===== config.mk =====
export PLATFORM = sky130hd
export DESIGN_NAME = pwrfail_supervisor
export DESIGN_NICKNAME = d
export VERILOG_FILES = /design/src/rtl/pwrfail_pkg.sv /design/src/rtl/pf_sync.sv /design/src/rtl/pf_filter.sv /design/src/rtl/pf_regs.sv /design/src/rtl/pf_pulse.sv /design/src/rtl/pwrfail_supervisor.sv
export SDC_FILE = /design/constraint.sdc
export NUM_CORES = 1
export LEC_CHECK = 0
export ABC_AREA = 1
export CAP_MARGIN = 25
export CORE_MARGIN = 2
export CORE_UTILIZATION = 44
export CTS_BUF_LIST = sky130_fd_sc_hd__clkbuf_4 sky130_fd_sc_hd__clkbuf_8 sky130_fd_sc_hd__clkbuf_16
export DETAILED_ROUTE_END_ITERATION = 7
export DONT_BUFFER_PORTS = 1
export PLACE_DENSITY = 0.62
export SLEW_MARGIN = 20
export SYNTH_ARGS = -nofsm -noshare
export SYNTH_HDL_FRONTEND = slang
export SYNTH_HIERARCHICAL = 1
export SYNTH_SLANG_ARGS = --single-unit

===== constraint.sdc =====
create_clock -name clk -period 1.1 [get_ports clk]
set_clock_uncertainty 0.05 [all_clocks]
set_input_delay 0.33 -clock clk [delete_from_list [all_inputs] [get_ports clk]]
set_output_delay 0.33 -clock clk [all_outputs]
set_load 0.01 [all_outputs]

===== src/rtl/pwrfail_pkg.sv =====
package pwrfail_pkg;
  localparam int CTL_W    = 8;
  localparam int MODE_BIT = 2;
  localparam int DIS_BIT  = 1;
  localparam int STAT_BIT = 0;

  typedef struct packed {
    logic mode;
    logic dis;
    logic status;
  } pf_ctl_t;

  localparam pf_ctl_t CTL_RESET = '{mode: 1'b1, dis: 1'b0, status: 1'b0};

  function automatic int ceil_div(input int num, input int den);
    return (num + den - 1) / den;
  endfunction
endpackage


===== src/rtl/pf_sync.sv =====
module pf_sync #(
  parameter int STAGES = 2
) (
  input  logic clk,
  input  logic rst,
  input  logic d_i,
  output logic q_o
);
  logic [STAGES-1:0] chain;

  generate
    if (STAGES == 1) begin : g_single
      always_ff @(posedge clk) begin
        if (rst) chain <= '0;
        else     chain <= d_i;
      end
    end else begin : g_multi
      always_ff @(posedge clk) begin
        if (rst) chain <= '0;
        else     chain <= {chain[STAGES-2:0], d_i};
      end
    end
  endgenerate

  assign q_o = chain[STAGES-1];
endmodule


===== src/rtl/pf_filter.sv =====
module pf_filter #(
  parameter int FILT_CYCLES = 20
) (
  input  logic clk,
  input  logic rst,
  input  logic level_i,
  output logic event_o
);
  localparam int CNT_W = $clog2(FILT_CYCLES + 1);
  localparam logic [CNT_W-1:0] CNT_MAX  = CNT_W'(FILT_CYCLES);
  localparam logic [CNT_W-1:0] CNT_FIRE = CNT_W'(FILT_CYCLES - 1);

  logic [CNT_W-1:0] run_cnt;

  always_ff @(posedge clk) begin
    if (rst) begin
      run_cnt <= '0;
      event_o <= 1'b0;
    end else begin
      if (!level_i)
        run_cnt <= '0;
      else if (run_cnt != CNT_MAX)
        run_cnt <= run_cnt + 1'b1;
      event_o <= level_i && (run_cnt == CNT_FIRE);
    end
  end
endmodule


===== src/rtl/pf_regs.sv =====
module pf_regs
  import pwrfail_pkg::*;
#(
  parameter int              ADDR_W   = 8,
  parameter logic [ADDR_W-1:0] REG_ADDR = 8'hEF
) (
  input  logic              clk,
  input  logic              rst,
  input  logic [ADDR_W-1:0] addr_i,
  input  logic              wr_i,
  input  logic [CTL_W-1:0]  wdata_i,
  input  logic              event_i,
  output pf_ctl_t           ctl_o,
  output logic              trig_o,
  output logic [CTL_W-1:0]  rdata_o
);
  pf_ctl_t ctl_q;
  logic    hit;
  logic    accept;

  assign hit    = (addr_i == REG_ADDR);
  assign accept = event_i && !ctl_q.dis;
  assign trig_o = accept && ctl_q.mode;

  always_ff @(posedge clk) begin
    if (rst) begin
      ctl_q <= CTL_RESET;
    end else begin
      if (wr_i && hit) begin
        ctl_q.mode <= wdata_i[MODE_BIT];
        ctl_q.dis  <= wdata_i[DIS_BIT];
      end
      if (accept)
        ctl_q.status <= 1'b1;
      else if (wr_i && hit && !wdata_i[STAT_BIT])
        ctl_q.status <= 1'b0;
    end
  end

  always_ff @(posedge clk) begin
    if (rst) begin
      rdata_o <= '0;
    end else begin
      rdata_o <= '0;
      if (hit) begin
        rdata_o[MODE_BIT] <= ctl_q.mode;
        rdata_o[DIS_BIT]  <= ctl_q.dis;
        rdata_o[STAT_BIT] <= ctl_q.status;
      end
    end
  end

  assign ctl_o = ctl_q;
endmodule


===== src/rtl/pf_pulse.sv =====
module pf_pulse #(
  parameter int PULSE_CYCLES = 8
) (
  input  logic clk,
  input  logic rst,
  input  logic trig_i,
  output logic pulse_o
);
  localparam int CNT_W = (PULSE_CYCLES > 1) ? $clog2(PULSE_CYCLES) : 1;
  localparam logic [CNT_W-1:0] CNT_LOAD = CNT_W'(PULSE_CYCLES - 1);

  logic [CNT_W-1:0] left_q;

  always_ff @(posedge clk) begin
    if (rst) begin
      left_q  <= '0;
      pulse_o <= 1'b0;
    end else if (trig_i) begin
      left_q  <= CNT_LOAD;
      pulse_o <= 1'b1;
    end else if (left_q != '0) begin
      left_q  <= left_q - 1'b1;
    end else begin
      pulse_o <= 1'b0;
    end
  end
endmodule


===== src/rtl/pwrfail_supervisor.sv =====
module pwrfail_supervisor
  import pwrfail_pkg::*;
#(
  parameter int                ADDR_W           = 8,
  parameter logic [ADDR_W-1:0] REG_ADDR         = 8'hEF,
  parameter int                CLK_PERIOD_PS    = 5000,
  parameter int                MIN_FAIL_PS      = 100000,
  parameter int                SYNC_STAGES      = 2,
  parameter int                RST_PULSE_CYCLES = 8
) (
  input  logic              clk,
  input  logic              rst,
  input  logic              supply_low_i,
  input  logic [ADDR_W-1:0] bus_addr_i,
  input  logic              bus_wr_i,
  input  logic [7:0]        bus_wdata_i,
  output logic [7:0]        bus_rdata_o,
  output logic              sys_rst_req_o,
  output logic              fail_status_o
);
  localparam int FILT_CYCLES = ceil_div(MIN_FAIL_PS, CLK_PERIOD_PS);

  logic    sync_q;
  logic    evt;
  logic    trig;
  pf_ctl_t ctl;
  logic    cfg_mode;
  logic    cfg_dis;
  logic    cfg_status;

  pf_sync #(.STAGES(SYNC_STAGES)) i_sync (
    .clk (clk),
    .rst (rst),
    .d_i (supply_low_i),
    .q_o (sync_q)
  );

  pf_filter #(.FILT_CYCLES(FILT_CYCLES)) i_filter (
    .clk     (clk),
    .rst     (rst),
    .level_i (sync_q),
    .event_o (evt)
  );

  pf_regs #(.ADDR_W(ADDR_W), .REG_ADDR(REG_ADDR)) i_regs (
    .clk     (clk),
    .rst     (rst),
    .addr_i  (bus_addr_i),
    .wr_i    (bus_wr_i),
    .wdata_i (bus_wdata_i),
    .event_i (evt),
    .ctl_o   (ctl),
    .trig_o  (trig),
    .rdata_o (bus_rdata_o)
  );

  pf_pulse #(.PULSE_CYCLES(RST_PULSE_CYCLES)) i_pulse (
    .clk     (clk),
    .rst     (rst),
    .trig_i  (trig),
    .pulse_o (sys_rst_req_o)
  );

  assign cfg_mode      = ctl.mode;
  assign cfg_dis       = ctl.dis;
  assign cfg_status    = ctl.status;
  assign fail_status_o = ctl.status;
endmodule


Word-level counts from Yosys, hierarchy flattened --
Cells that the tools add are included.
Word-level totals: output and inout bits 10, register bits 23, logic and storage cells 36, input bits 20
Cells by class: muxes and demuxes 6, add/subtract/negate cells 2, equality and inequality tests 4, bitwise operators 2, reduce and logical (&&, ||, !) cells 12
Operator list (count):
- $eq A8 B8 Y1 const B | 1
- $mux W3 | 2
- $add A5 B1 Y5 const B | 1
- $eq A5 B5 Y1 const B | 1
- $logic_and A1 B1 Y1 | 5
- $ne A5 B5 Y1 const B | 1
- $mux W1 | 4
- $reduce_bool A2 Y1 | 2
- $reduce_or A2 Y1 | 2
- $reduce_bool A3 Y1 | 1
- $sub A3 B1 Y3 const B | 1
- $logic_not A1 Y1 | 2
- $ne A2 B1 Y1 const B | 1
- $not A1 Y1 | 2

Logic depth before layout (Yosys ltp) --
depth in word-level cells 5, gate-level depth with buffers 7

Modules after synthesis --
The synthesis kept the hierarchy.
Modules (own cells, without submodules):
- pf_filter | area an instance 312.8 um^2, cells each 45, sequential area each 120.1 um^2, times used 1
- pf_regs | area an instance 290.3 um^2, cells each 41, sequential area each 120.1 um^2, times used 1
- pf_pulse | area an instance 209.0 um^2, cells each 30, sequential area each 80.1 um^2, times used 1
- pf_sync | area an instance 55.1 um^2, cells each 6, sequential area each 40.0 um^2, times used 1

Least setup slack after synthesis --
Ideal clock, no wire load.
path kind register to register, from reg i_filter.run_cnt[0], to reg i_filter.run_cnt[3], data arrival time 0.915 ns, slack 0.071 ns, data required time 0.986 ns, stages on the path, launching flop included 8, period minus slack after synthesis 1.029 ns, buffers on the path 0, setup time 0.064 ns, path through dfxtp_1 > inv_2 > ha_1 > nand2_2 > inv_2 > nand2_2 > nand2_1 > nor2_1
On the way: word-level cells in the longest chain between the ends 1
RTL lines:
- start, declared | RTL line pf_filter.sv:13 | logic [CNT_W-1:0] run_cnt;
- start signal, assigned | RTL line pf_filter.sv:23 | run_cnt <= run_cnt + 1'b1;
- $add A5 B1 Y5 or $ne A5 B5 Y1 (tied branches) | RTL line pf_filter.sv:23, pf_filter.sv:22
Parallel ways exist; a longest one is shown, timed or not. A chain may end at the register's enable or synchronous reset.

Worst setup path after layout --
from reg i_filter.run_cnt[1], to reg i_filter.run_cnt[3]
Same word-level chain as after synthesis.

==> results.py <==
metrics = {
    "setup_path": {
        "worst-setup-path-type": "flop to flop",
        "reg2regPathDepth": 7,
        "crit_required_ps": 1280,
        "worstReg2RegEnd": "i_filter/run_cnt[3]",
        "cp-startpoint": "i_filter/run_cnt[1]",
        "cp-start-kind": "flop",
        "setup.worst_path.end_class": "flop",
        "r2r-start": "i_filter/run_cnt[1]",
        "crit_arrival_ps": 1220,
        "reg2reg_slack_ps": 50,
        "crit_path_max_fanout": 4,
        "endpoint": "i_filter/run_cnt[3]",
    },
    "die": {
        "row_count": 16,
        "die_h_um": 48.4,
        "dieArea_mm2": 0.00234,
        "floorplan.initialDensity_pct": 45.6,
        "core_area_mm2": 0.00190,
        "die_w_um": 48.4,
        "io_pins": 30,
    },
    "timing": {
        "fmax_mhz": 956,
        "post-route-period-util_pct": 95.1,
        "fin_ws_ps": 54.3,
        "min_period_ps": 1050,
        "setup_viol": 0,
        "final_hold_viol_count": 0,
        "finalMaxSlewViolations": 0,
        "setup_tns_ps": 0,
    },
    "cts": {
        "insertion_delay_ps": 280,
        "cts_tree": "yes",
        "htree_levels": 1,
        "cts_buffer_depth": 2,
        "cts_sinks": 18,
        "cts_inserted_buffers": 3,
        "hold_buffers": 0,
        "cts.reportedPaths.clkPinSlew_ps": 100,
        "cts_root_buf": "clkbuf_4",
    },
    "layout": {
        "finalNetCount": 152,
        "area_growth_pct": 13.3,
        "antenna_cells": 0,
        "n_fill_cell": 187,
        "drive_gt1_share_pct": 29.1,
        "fin_area_um2": 982,
        "final_cells": 154,
    },
    "place": {
        "placed_cell_area_um2": 886,
        "dp_slack_ps": -4.35,
        "dp_cells": 149,
        "place_congestion": 0.832,
        "io_buffers": 0,
        "place_hpwl_um": 1030,
    },
    "power_and_ir_drop": {
        "p_per_area_mw_per_mm2": 1110,
        "ir_drop_mv": 0.765,
        "p_leak_nw": 0.432,
        "power_mw": 1.09,
    },
    "logic_synthesis": {
        "synth.distinct_cells": 16,
        "avgSynthCellArea_um2": 7.11,
        "synth.top_cell.area_share_pct": 41.6,
        "synth_seq_cells": 18,
        "syn_inst": 122,
        "ys.flop_type": "dfxtp_1",
        "async_flop_share_pct": 0,
        "synthTopCellsByCount": "25 x nor2_1, 22 x nand2_1, 19 x inv_1",
        "synth_edf_count": 0,
        "synth_top_area_cell": "dfxtp_1",
        "ys_warn_count": 6,
        "ys_seq_area_share_pct": 41.6,
        "synth_most_common_cell": "nor2_1",
        "synth.area.top_cells": "dfxtp_1 42%, nor2_1 11%, nand2_1 9.5%, inv_1 8.2%, ha_1 5.8%",
        "synthesis.area_um2": 867,
    },
    "job": {
        "maxCapViolCount": 0,
    },
    "global_route": {
        "grt_pass1_vias": 634,
        "track_usage_pct": 13.7,
        "grt_pass1_wl_um": 2470,
        "grt_antenna_before_repair": 0,
        "grt_max_degree": 11,
        "grt.overflow.total": 0,
    },
    "route": {
        "vias": 675,
        "drc_errors": 0,
        "drt_iter0_drc": 7,
        "drt_first_pass_iters": 4,
        "viasPerCell": 4.38,
        "wire_per_inst_um": 9.06,
        "postRouteAntennaNets": 0,
        "routed_wl_um": 1400,
    },
    "min_path": {
        "hp-class": "primary input to flop",
    },
    "run_status": {
        "status": "complete, no violations",
    },
}
-- repair_timing --
item                                    4_1_cts  5_1_grt
cloned                                        0        0
gates resized for setup                       3       18
pin swaps                                     0        2
buffers inserted                              0        1
endpoints found under the setup margin        4        9
-- routing by layer --
| layer | wire length (µm) | global-route usage [%] | vias up | share of wire (%) |
|---|---|---|---|---|
| met4 | 13 | 4.29 | 0 | 0.93 |
| met2 | 758 | 25.5 | 9 | 54 |
| met1 | 566 | 13.7 | 298 | 41 |
| li1 | - | - | 366 | - |
| met3 | 56 | 5.86 | 2 | 4.0 |
| met5 | 0 | 0 | - | 0 |
-- layout by cell type (no fill, tap or decap), types with 5 or more instances in the layout --
master / n
inv_1: 16
dfxtp_2: 6
dfxtp_1: 12
inv_2: 5
conb_1: 5
nor2_2: 8
nand3_1: 8
nand2_1: 21
nor2_1: 21
-- logic make-up (layout without fill, tap and decap cells) --
group,after synthesis,count (layout),synth area share (%)
fa+ha+maj,4,4,5.77
other cells,1,5,0.432
simple gates,69,69,35.8
buf+inv,27,28,13.9
flops,18,18,41.6
compound gates,2,2,1.59
xor+xnor,1,1,1.01
-- stage by stage --
stage               util, %  hold WS, ps
floorplan                 -          338
finish                 51.6         39.3
detailed placement     46.6          353
global route           51.6         12.8
CTS                    48.7         23.2
global placement       46.6          345
-- power by group --
group | leakage, nW | switching [mW] | internal [mW] | total [mW]
clock network | 0.0210 | 0.193 | 0.201 | 0.394
logic | 0.262 | 0.0265 | 0.0119 | 0.0384
registers | 0.149 | 0.00189 | 0.656 | 0.658
-- cell type report --
type / instances / area, µm² / area share [%]
Inverter: 22 / 85.1 / 8.66
Timing Repair Buffer: 2 / 15.0 / 1.53
Clock buffer: 4 / 36.3 / 3.69
Multi-Input combinational cell: 81 / 444 / 45.2
Tap cell: 27 / 33.8 / 3.44
Sequential cell: 18 / 368 / 37.5
-- flip-flops by register name, summed over array words and instances (netlist names) --
register          count
i_filter/event_o      1
i_filter/run_cnt      5
i_pulse/left_q        3
i_pulse/pulse_o       1
i_regs/ctl_o          3
i_regs/rdata_o        3
i_sync/chain          2
-- worst min-delay path by stage --
stage,to,startpoint,depth (start not counted)
3_3_place_gp,i_sync/chain[1],i_sync/chain[0],2
2_1_floorplan,i_sync/chain[1],i_sync/chain[0],2
4_1_cts,i_regs/ctl_o[0],rst,1
3_5_place_dp,i_regs/ctl_o[0],rst,1
6_report,i_regs/ctl_o[0],rst,1
5_1_grt,i_regs/ctl_o[0],rst,1
-- critical path, stage by stage (launching register included) --
cell,delay (ps)
dfxtp_2,370
inv_2,60
ha_4,160
nand2_4,80
inv_4,40
nand2_2,80
nand2_1,50
nor2_1,100
No activity file was read; power rests on OpenSTA's default activity.
